`config.mk`:
```
export PLATFORM = sky130hd
export DESIGN_NAME = dly_branch_seq
export DESIGN_NICKNAME = d
export VERILOG_FILES = /design/src/rtl/dbs_pkg.sv /design/src/rtl/dbs_take_eval.sv /design/src/rtl/dbs_target.sv /design/src/rtl/dly_branch_seq.sv
export SDC_FILE = /design/constraint.sdc
export NUM_CORES = 1
export LEC_CHECK = 0
export ABC_AREA = 1
export BUFFER_PORTS_ARGS = -buffer_cell sky130_fd_sc_hd__buf_2
export CORE_ASPECT_RATIO = 1.25
export CORE_UTILIZATION = 45
export CTS_CLUSTER_DIAMETER = 50
export DETAILED_ROUTE_END_ITERATION = 12
export GPL_TIMING_DRIVEN = 0
export PLACE_DENSITY = 0.71
export SKIP_CTS_REPAIR_TIMING = 1
export SLEW_MARGIN = 20
export SYNTH_ARGS = -nofsm -noshare
export SYNTH_HDL_FRONTEND = slang
export SYNTH_SLANG_ARGS = --single-unit
```
`constraint.sdc`:
```
create_clock -name clk -period 4.65 [get_ports clk]
set_clock_uncertainty 0.1 [all_clocks]
set_input_delay 0.2325 -clock clk [delete_from_list [all_inputs] [get_ports clk]]
set_output_delay 0.2325 -clock clk [all_outputs]
set_load 0.03 [all_outputs]
```
`src/rtl/dbs_pkg.sv`:
```
package dbs_pkg;

    typedef enum logic [2:0] {
        BK_NONE   = 3'd0,
        BK_REL    = 3'd1,
        BK_REG    = 3'd2,
        BK_COND_T = 3'd3,
        BK_COND_F = 3'd4
    } br_kind_e;

    typedef enum logic [1:0] {
        ST_RUN       = 2'd0,
        ST_SLOT_JUMP = 2'd1,
        ST_SLOT_FALL = 2'd2
    } seq_state_e;

endpackage

```
`src/rtl/dbs_take_eval.sv`:
```
module dbs_take_eval
    import dbs_pkg::*;
(
    input  logic [2:0] kind_i,
    input  logic       flag_i,
    output logic       is_br_o,
    output logic       take_o,
    output logic       use_reg_o
);

    always_comb begin
        is_br_o   = 1'b0;
        take_o    = 1'b0;
        use_reg_o = 1'b0;
        unique case (kind_i)
            BK_REL: begin
                is_br_o = 1'b1;
                take_o  = 1'b1;
            end
            BK_REG: begin
                is_br_o   = 1'b1;
                take_o    = 1'b1;
                use_reg_o = 1'b1;
            end
            BK_COND_T: begin
                is_br_o = 1'b1;
                take_o  = flag_i;
            end
            BK_COND_F: begin
                is_br_o = 1'b1;
                take_o  = ~flag_i;
            end
            default: begin
                is_br_o   = 1'b0;
                take_o    = 1'b0;
                use_reg_o = 1'b0;
            end
        endcase
    end

endmodule

```
`src/rtl/dbs_target.sv`:
```
module dbs_target #(
    parameter int AW   = 32,
    parameter int DW   = 12,
    parameter int STEP = 2
) (
    input  logic [AW-1:0] pc_i,
    input  logic [DW-1:0] disp_i,
    input  logic [AW-1:0] reg_val_i,
    input  logic          use_reg_i,
    output logic [AW-1:0] tgt_o
);

    localparam int            SHIFT   = $clog2(STEP);
    localparam logic [AW-1:0] REL_OFS = AW'(2 * STEP);

    logic [AW-1:0] disp_ext;
    logic [AW-1:0] rel_tgt;

    generate
        if (AW > DW) begin : g_ext
            assign disp_ext = {{(AW-DW){disp_i[DW-1]}}, disp_i};
        end else begin : g_trunc
            assign disp_ext = disp_i[AW-1:0];
        end
    endgenerate

    assign rel_tgt = pc_i + REL_OFS + (disp_ext << SHIFT);
    assign tgt_o   = use_reg_i ? reg_val_i : rel_tgt;

endmodule

```
`src/rtl/dly_branch_seq.sv`:
```
module dly_branch_seq
    import dbs_pkg::*;
#(
    parameter int AW   = 32,
    parameter int DW   = 12,
    parameter int STEP = 2
) (
    input  logic          clk,
    input  logic          rst_n,
    input  logic          stall_i,
    input  logic [2:0]    br_kind_i,
    input  logic [DW-1:0] disp_i,
    input  logic [AW-1:0] reg_val_i,
    input  logic          flag_i,
    output logic [AW-1:0] pc_o,
    output logic          slot_o,
    output logic          valid_o,
    output logic          illegal_o
);

    localparam logic [AW-1:0] STEP_A = AW'(STEP);

    seq_state_e    state_q, state_d;
    logic [AW-1:0] pc_q, pc_d;
    logic [AW-1:0] tgt_q, tgt_d;
    logic          ill_q, ill_d;

    logic          is_br, take, use_reg;
    logic [AW-1:0] tgt_calc;

    dbs_take_eval u_eval (
        .kind_i    (br_kind_i),
        .flag_i    (flag_i),
        .is_br_o   (is_br),
        .take_o    (take),
        .use_reg_o (use_reg)
    );

    dbs_target #(.AW(AW), .DW(DW), .STEP(STEP)) u_tgt (
        .pc_i      (pc_q),
        .disp_i    (disp_i),
        .reg_val_i (reg_val_i),
        .use_reg_i (use_reg),
        .tgt_o     (tgt_calc)
    );

    // state register
    always_ff @(posedge clk) begin
        if (!rst_n) state_q <= ST_RUN;
        else        state_q <= state_d;
    end

    // datapath registers
    always_ff @(posedge clk) begin
        if (!rst_n) begin
            pc_q  <= '0;
            tgt_q <= '0;
            ill_q <= 1'b0;
        end else begin
            pc_q  <= pc_d;
            tgt_q <= tgt_d;
            ill_q <= ill_d;
        end
    end

    // next state and datapath
    always_comb begin
        state_d = state_q;
        pc_d    = pc_q;
        tgt_d   = tgt_q;
        ill_d   = 1'b0;
        if (!stall_i) begin
            unique case (state_q)
                ST_RUN: begin
                    pc_d = pc_q + STEP_A;
                    if (is_br) begin
                        if (take) begin
                            state_d = ST_SLOT_JUMP;
                            tgt_d   = tgt_calc;
                        end else begin
                            state_d = ST_SLOT_FALL;
                        end
                    end
                end
                ST_SLOT_JUMP: begin
                    pc_d    = tgt_q;
                    state_d = ST_RUN;
                    ill_d   = is_br;
                end
                ST_SLOT_FALL: begin
                    pc_d    = pc_q + STEP_A;
                    state_d = ST_RUN;
                    ill_d   = is_br;
                end
                default: begin
                    state_d = ST_RUN;
                end
            endcase
        end
    end

    // outputs
    always_comb begin
        pc_o      = pc_q;
        slot_o    = (state_q != ST_RUN);
        valid_o   = rst_n & ~stall_i;
        illegal_o = ill_q;
    end

endmodule

```
# After elaboration in Yosys (flattened, before gate mapping)
# Index checks and enable logic that the tools add are counted.
[totals]
regBits = 67
word_cells = 38
[op_classes]
mux = 8
reduce_logical = 11
n_addsub = 3
n_eq_ne = 7
bitwise_logic = 5
[ops]
columns = ["op", "n"]
rows = [
  ["$pmux 32 s2", 1],
  ["$add 32x2->32 const B", 1],
  ["$add 32x3->32 const B", 1],
  ["$add 32x32->32", 1],
  ["$mux 32", 1],
  ["$eq 3x2->1 const B", 2],
  ["$mux 2", 3],
  ["$reduce_or 2->1", 3],
  ["$not 1->1", 4],
  ["$reduce_and 2->1", 2],
  ["$reduce_and 4->1", 1],
  ["$reduce_bool 2->1", 2],
  ["$reduce_or 4->1", 1],
  ["$eq 3x1->1 const B", 1],
  ["$eq 3x3->1 const B", 1],
  ["$pmux 1 s3", 1],
  ["$reduce_or 3->1", 1],
  ["$eq 2x1->1 const B", 1],
  ["$eq 2x2->1 const B", 1],
  ["$logic_not 2->1", 1],
  ["$mux 1", 2],
  ["$ne 2x2->1 const B", 1],
  ["$and 1x1->1", 1],
]

# Logic depth before layout (Yosys ltp)
# Gate-level depths: netlist of the first run.
[depth]
ltp_word = 6
ltp_mapped = 16

# Hierarchy
# A second synthesis of the first run with hierarchy kept.
[hier_totals]
hier_cells = 1158
hier_area_um2 = 6742.7
[by_module_without_submodules]
columns = ["module", "seq_area_each_um2", "cells_each", "area_per_inst_um2", "n_inst"]
rows = [
  ["dly_branch_seq", 1341.3, 570, 3686.0, 1],
  ["dbs_target", 0.0, 571, 2986.6, 1],
  ["dbs_take_eval", 0.0, 17, 70.1, 1],
]

# Worst setup path after synthesis of the first run
# Ideal clock, no wire load.
[synth_path]
path_type = "register to register"
from = "register pc_q[2], in the netlist pc_o[2]"
to = "register tgt_q[22]"
setup_slack_ps = 2076
setup_time_ps = 132
t_arrival_ps = 2342
path_stages_with_launch = 16
synth_period_minus_slack_ps = 2574
path_buffers = 0
cell_sequence = "dfxtp_1 -> inv_1 -> ha_1 -> inv_1 -> ha_1 -> fa_1 -> nand3_1 -> nand3_1 -> nand3_1 -> nand3_1 -> nand3_1 -> nand2_1 -> nand2_1 -> nand3_1 -> nand2_1 -> a21oi_1"
[synth_via]
elab_chain_cells = 3
[synth_rtl]
columns = ["element", "line_no", "rtl"]
rows = [
  ["start: declaration", "dly_branch_seq.sv:24", "logic [AW-1:0] pc_q, pc_d;"],
  ["start signal: assignment", "dly_branch_seq.sv:60", "pc_q <= pc_d;"],
  ["$add 32x3->32", "dbs_target.sv:27", "assign rel_tgt = pc_i + REL_OFS + (disp_ext << SHIFT);"],
  ["$add 32x32->32", "dbs_target.sv:27", ""],
  ["$mux 32", "dbs_target.sv:28", "assign tgt_o = use_reg_i ? reg_val_i : rel_tgt;"],
  ["end signal: assignment", "dly_branch_seq.sv:61", "tgt_q <= tgt_d;"],
  ["end: declaration", "dly_branch_seq.sv:25", "logic [AW-1:0] tgt_q, tgt_d;"],
]
# Every way passes these cells.
# A chain may end at the register's enable or synchronous reset.

# Worst setup path after layout of the first run
[layout_path]
from = "register pc_q[2], in the netlist pc_o[2]"
to = "register tgt_q[30]"
# The elaborated chain is that of the path after synthesis.

==> flow_summary_export.csv, run 1 <==
group,metric,value,unit
yosys,synth_compound_area_share,14.6,%
detailed_routing,wl_met2,9900,um
critical_path,cp.required,4.74,ns
clocking,h-tree-depth,3,
detailed_routing,via_count,7074,
global_route,overflow,0,
detailed_routing,vias_per_cell,5.24,
global_route,grt_usage,29.2,%
yosys,synth_fa_ha_area_share,12.9,%
global_route,grt_max_degree,21,
die,die_area,14600,sq um
critical_path,critPathKind,"reg -> reg",
sta,period_share,65.0,%
sta,setup_viol,0,
placed_design,io_buffer_count,85,
clocking,clk_pin_slew_worst_paths,0.06,ns
die,initial_core_util,46.1,%
critical_path,critPathMaxFanout,6,
yosys,avgSynthCellArea,5.93,sq um
final_layout,antenna_cells,0,
detailed_routing,top_layer_used,"met4",
global_route,grt_pass1_vias,6562,
die,core,13800,sq um
die,rows,48,
clocking,tritoncts,"yes",
yosys,synth_xor_area_share,3.16,%
status,status,"finished clean",
sta,rsz0062_at_grt,"no",
sta,period_minus_slack,3.02,ns
final_layout,nets,1287,
power_and_ir_drop,leakagePower,3.93,nW
global_route,grt_antenna_before_repair,0,
final_layout,nFillCells,1464,
global_route,grt_first_pass_wirelength,32600,um
sta,setup_ws,1.63,ns
placed_design,gp_congestion,0.982,
clocking,clk_path_buf_depth,2,
placed_design,dp_hpwl,16700,um
detailed_routing,post_drt_wl_per_cell,15.2,um
yosys,synthArstFlopShare,0,%
yosys,synth_mux_area_share,0,%
yosys,synth.yosys.warnings,0,
critical_path,worst_ep_arrival_time,3.11,ns
placed_design,pre_cts_ws,1.68,ns
yosys,synth_largest_area_cell,"dfxtp_1",
critical_path,cp-start-kind,"flop",
yosys,synth_top_cells_by_count,"nand2_1 (335), inv_1 (136), nor2_1 (122)",
yosys,synth_edf_count,0,
yosys,synthesis.nets,1191,
yosys,syn_area,6370,sq um
sta,whs,0.0605,ns
sta,fmax,331,MHz
yosys,syn_inst,1075,
die,die_y,135,um
yosys,synth-seq-area-share,21.0,%
detailed_routing,drt_iter0_markers,444,
final_layout,syn2layout_area_growth,15.4,%
detailed_routing,route.met3.wl,997,um
clocking,cts_buffers,9,
die,die_w,108,um
detailed_routing,wl_met1,8840,um
critical_path,cp-end-kind,"flop",
power_and_ir_drop,ir_drop,0.181,mV
detailed_routing,ant_nets,0,
detailed_routing,first_pass_iters,5,
power_and_ir_drop,power_density,294,nW/um^2
detailed_routing,drc,0,
final_layout,drive_gt1_share,11.6,%
worst_hold_path,hold_path_class,"in -> reg",
sta,setup_tns,0,ns
clocking,clock_latency,0.34,ns
die,ios,86,
yosys,synthFlopType,"dfxtp_1",
yosys,synth_cell_type_count,42,
yosys,synth.most_common_cell,"nand2_1",
yosys,ys_ff_latch,67,
detailed_routing,routed_wirelength,20500,um
yosys,synth_top_family_by_area,"simple AND/OR/NAND/NOR gates",
flow_run,cap_violations,0,
sta,slew_headroom,54.7,%
clocking,root_buffer,"clkbuf_16",
yosys,synth_top_area_share,21.0,%
yosys,yosys-top-cells-area,"dfxtp_1 (21%), nand2_1 (20%), ha_1 (13%)",
yosys,synth-simple-area-share,37.8,%
clocking,cts.sinks,67,
sta,hold_violations,0,
sta,worstMarginPinSlew,0.680,ns
sta,report.final.slew_viol_count,0,
power by group:
group / switching, W / internal, W
combinational: 0.000462 / 0.000240
clock: 0.000252 / 0.000514
sequential: 0.0000688 / 0.000623
total: 0.000783 / 0.00138
cell type report:
cell class                      count  area, sq um  share of cell area, %
Multi-Input combinational cell    834         4360                   59.3
Sequential cell                    67         1340                   18.2
Inverter                          143          537                   7.30
Timing Repair Buffer               85          425                   5.78
Clock buffer                       13          270                   3.67
Tap cell                          175          219                   2.98
Buffer                             31          130                   1.77
Clock inverter                      3         68.8                  0.936
layer usage:
metal	up-vias	global-route usage (%)
met3	51	2.65
met4	0	13.0
li1	3654	-
met5	-	0
met2	199	50.4
met1	3170	36.5
registers in the layout (all words and copies together) (netlist names):
name / flops
state_q: 2
illegal_o: 1
tgt_q: 32
pc_o: 32
cells by family after synthesis:
group	count (synthesis)
AO/OA/AOI/OAI	170
XOR/XNOR	23
adder cells (fa/ha/maj)	65
buffers and inverters	174
flip-flops	67
AND/OR/NAND/NOR	576
worst max-delay path, cell delays in order (launching register included):
cell,delay (ns)
dfxtp_1,0.47
inv_1,0.08
ha_1,0.28
inv_1,0.04
ha_1,0.24
fa_1,0.47
nand3_1,0.12
nand3_1,0.19
nand3_1,0.12
nand3_1,0.21
nand2_1,0.19
nand2_1,0.07
nand2_1,0.06
nand3_1,0.07
nand2_1,0.10
a21oi_1,0.06
stage by stage:
stage	instances	power (W)	cell area [sq um]	utilization, %
2_1_floorplan	1075	0.00118	6370	-
3_3_place_gp	1335	0.00139	7020	50.8
3_5_place_dp	1335	0.00139	7020	50.8
4_1_cts	1351	0.00215	7360	53.3
5_1_grt	1351	0.00228	7360	53.3
6_report	1351	0.00216	7360	53.3
final timing paths:
| path | endpoint | slack (ns) | startpoint | cells past startpoint |
|---|---|---|---|---|
| min | tgt_q[4] | 0.06 | reg_val_i[4] | 3 |
| max | tgt_q[30] | 1.63 | pc_o[2] | 15 |
| min reg2reg | tgt_q[20] | 0.36 | tgt_q[20] | 2 |
| max reg2reg | tgt_q[30] | 1.63 | pc_o[2] | 15 |
layout by cell type, fill, tap and decap left out, types with 2 or more instances in the layout:
cell | Yosys | layout
a211oi_1 | 4 | 4
a21oi_1 | 94 | 94
a21oi_2 | 2 | 2
a31oi_1 | 9 | 9
buf_2 | 8 | 93
bufinv_16 | 0 | 2
clkbuf_1 | 22 | 23
clkbuf_16 | 0 | 9
clkbuf_8 | 0 | 3
clkinv_1 | 2 | 2
dfxtp_1 | 67 | 67
ha_1 | 64 | 64
inv_1 | 136 | 136
inv_2 | 5 | 5
nand2_1 | 335 | 335
nand2_2 | 5 | 5
nand3_1 | 65 | 65
nand3_2 | 2 | 2
nand3b_1 | 6 | 6
nand4_1 | 9 | 9
nor2_1 | 122 | 122
nor2_2 | 4 | 4
nor3_1 | 14 | 14
nor3_4 | 2 | 2
o211ai_1 | 9 | 9
o21ai_0 | 38 | 38
o21ai_1 | 5 | 5
o21bai_1 | 4 | 4
or2_0 | 2 | 2
or2_2 | 4 | 4
xnor2_1 | 4 | 4
xor2_1 | 19 | 19
Power figures use the tool's default switching activity.
==> inputs of run 2 (changes only) <==
- clock period: 4.65 -> 3 ns (I/O delays scaled with it)
==> flow_summary_export.csv, run 2 (synthesis gave the netlist of run 1 again) <==
group,metric,value,unit
global_route,grt_antenna_before_repair,0,
critical_path,cp-end-kind,"flop",
final_layout,multi_input_area,4370,sq um
flow_run,cap_violations,0,
critical_path,worst_ep_arrival_time,2.93,ns
critical_path,critPathKind,"reg -> reg",
final_layout,nFillCells,1461,
die,die_area,14600,sq um
clocking,clk_path_buf_depth,2,
sta,fmax,352,MHz
critical_path,cp-start-kind,"flop",
final_layout,antenna_cells,0,
final_layout,fin_cells,1352,
placed_design,place_area,7020,sq um
sta,setup_viol,0,
sta,setup_tns,0,ns
clocking,clk_pin_slew_worst_paths,0.06,ns
final_layout,drive_gt1_share,11.8,%
die,initial_core_util,46.1,%
sta,period_minus_slack,2.84,ns
final_layout,seq_area,1340,sq um
placed_design,dp_hpwl,16700,um
die,core,13800,sq um
placed_design,pre_cts_ws,0.0339,ns
placed_design,placedCellCount,1335,
final_layout,fin_area,7370,sq um
critical_path,critPathMaxFanout,6,
power_and_ir_drop,power_density,455,nW/um^2
status,violations,"hold timing",
global_route,overflow,0,
final_layout,layout_common_cells,"nand2_1 (335), inv_1 (136), nor2_1 (122)",
global_route,grt_first_pass_wirelength,32600,um
final_layout,syn2layout_area_growth,15.6,%
status,status,"finished, violations left",
clocking,clock_latency,0.34,ns
sta,rsz0062_at_grt,"no",
sta,period_share,94.7,%
die,ios,86,
clocking,cts.sinks,67,
clocking,tritoncts,"yes",
die,rows,48,
worst_hold_path,hold_path_class,"in -> reg",
sta,report.final.slew_viol_count,0,
global_route,grt_max_degree,21,
global_route,grt_usage,29.2,%
clocking,h-tree-depth,3,
detailed_routing,post_drt_wl_per_cell,15.2,um
final_layout,nets,1288,
detailed_routing,drt_iter0_markers,438,
clocking,root_buffer,"clkbuf_16",
placed_design,io_buffer_count,85,
sta,slew_headroom,54.5,%
detailed_routing,drc,0,
sta,worstMarginPinSlew,0.683,ns
detailed_routing,first_pass_iters,5,
critical_path,cp.required,3.09,ns
sta,whs,-0.0227,ns
final_layout,final_util,53.4,%
placed_design,gp_congestion,0.982,
final_layout,layout_commonest_cell,"nand2_1",
power_and_ir_drop,leakagePower,3.93,nW
global_route,grt_pass1_vias,6562,
detailed_routing,ant_nets,0,
power_and_ir_drop,ir_drop,0.280,mV
die,die_y,135,um
sta,hold_violations,5,
die,die_w,108,um
detailed_routing,vias_per_cell,5.23,
clocking,cts_buffers,9,
detailed_routing,routed_wirelength,20500,um
sta,setup_ws,0.158,ns
detailed_routing,via_count,7067,
-- run 2: changes by cell type in the layout (fill, tap and decap cells not counted), sizes merged --
cell / delta
dlygate4sd3: +1
-- run 2: final timing paths --
check / to / from / slack (ns) / cells after the start
setup / recovery: tgt_q[30] / pc_o[2] / 0.16 / 15
hold / removal: tgt_q[3] / reg_val_i[3] / -0.02 / 3
setup reg to reg: tgt_q[30] / pc_o[2] / 0.16 / 15
hold reg to reg: tgt_q[26] / tgt_q[26] / 0.36 / 2
-- run 2: worst max-delay path, cell delays in order (launching register included) --
cell     delay (ns)
dfxtp_2        0.40
inv_1          0.06
ha_1           0.27
inv_1          0.04
ha_1           0.25
fa_2           0.41
nand3_1        0.10
nand3_1        0.18
nand3_1        0.13
nand3_1        0.21
nand2_1        0.19
nand2_1        0.07
nand2_1        0.06
nand3_1        0.07
nand2_1        0.10
a21oi_1        0.07
-- run 2: where the power goes --
group	switching (W)	internal [W]	leakage, nW	total, W
Clock	0.000392	0.000797	0.166	0.00119
Combinational	0.000716	0.000374	3.22	0.00109
Sequential	0.000107	0.000966	0.547	0.00107
Total	0.00121	0.00214	3.93	0.00335
-- run 2: metrics by stage --
| stage | total power [W] | hold WS (ns) |
|---|---|---|
| final | 0.00335 | -0.0227 |
| after global routing | 0.00354 | 0.00192 |
| after CTS | 0.00334 | -0.0274 |
| after detailed placement | 0.00216 | 0.327 |
| after global placement | 0.00215 | 0.326 |
| after floorplan | 0.00183 | 0.188 |
-- run 2: metal layers --
| layer | share of wire [%] | up-vias | global-route usage, % |
|---|---|---|---|
| met5 | 0 | - | 0 |
| met4 | 3.6 | 0 | 13.0 |
| met3 | 5.2 | 48 | 2.65 |
| met2 | 48 | 208 | 50.4 |
| met1 | 43 | 3152 | 36.5 |
| li1 | - | 3659 | - |
-- run 2: area by class of cell --
type	instances	share of cell area (%)
repair buffers	86	5.91
flip-flops and latches	67	18.2
clock buffers	13	3.67
inverters	143	7.28
clock inverters	3	0.934
multi-input cells	834	59.3
well taps	175	2.97
plain buffers	31	1.77
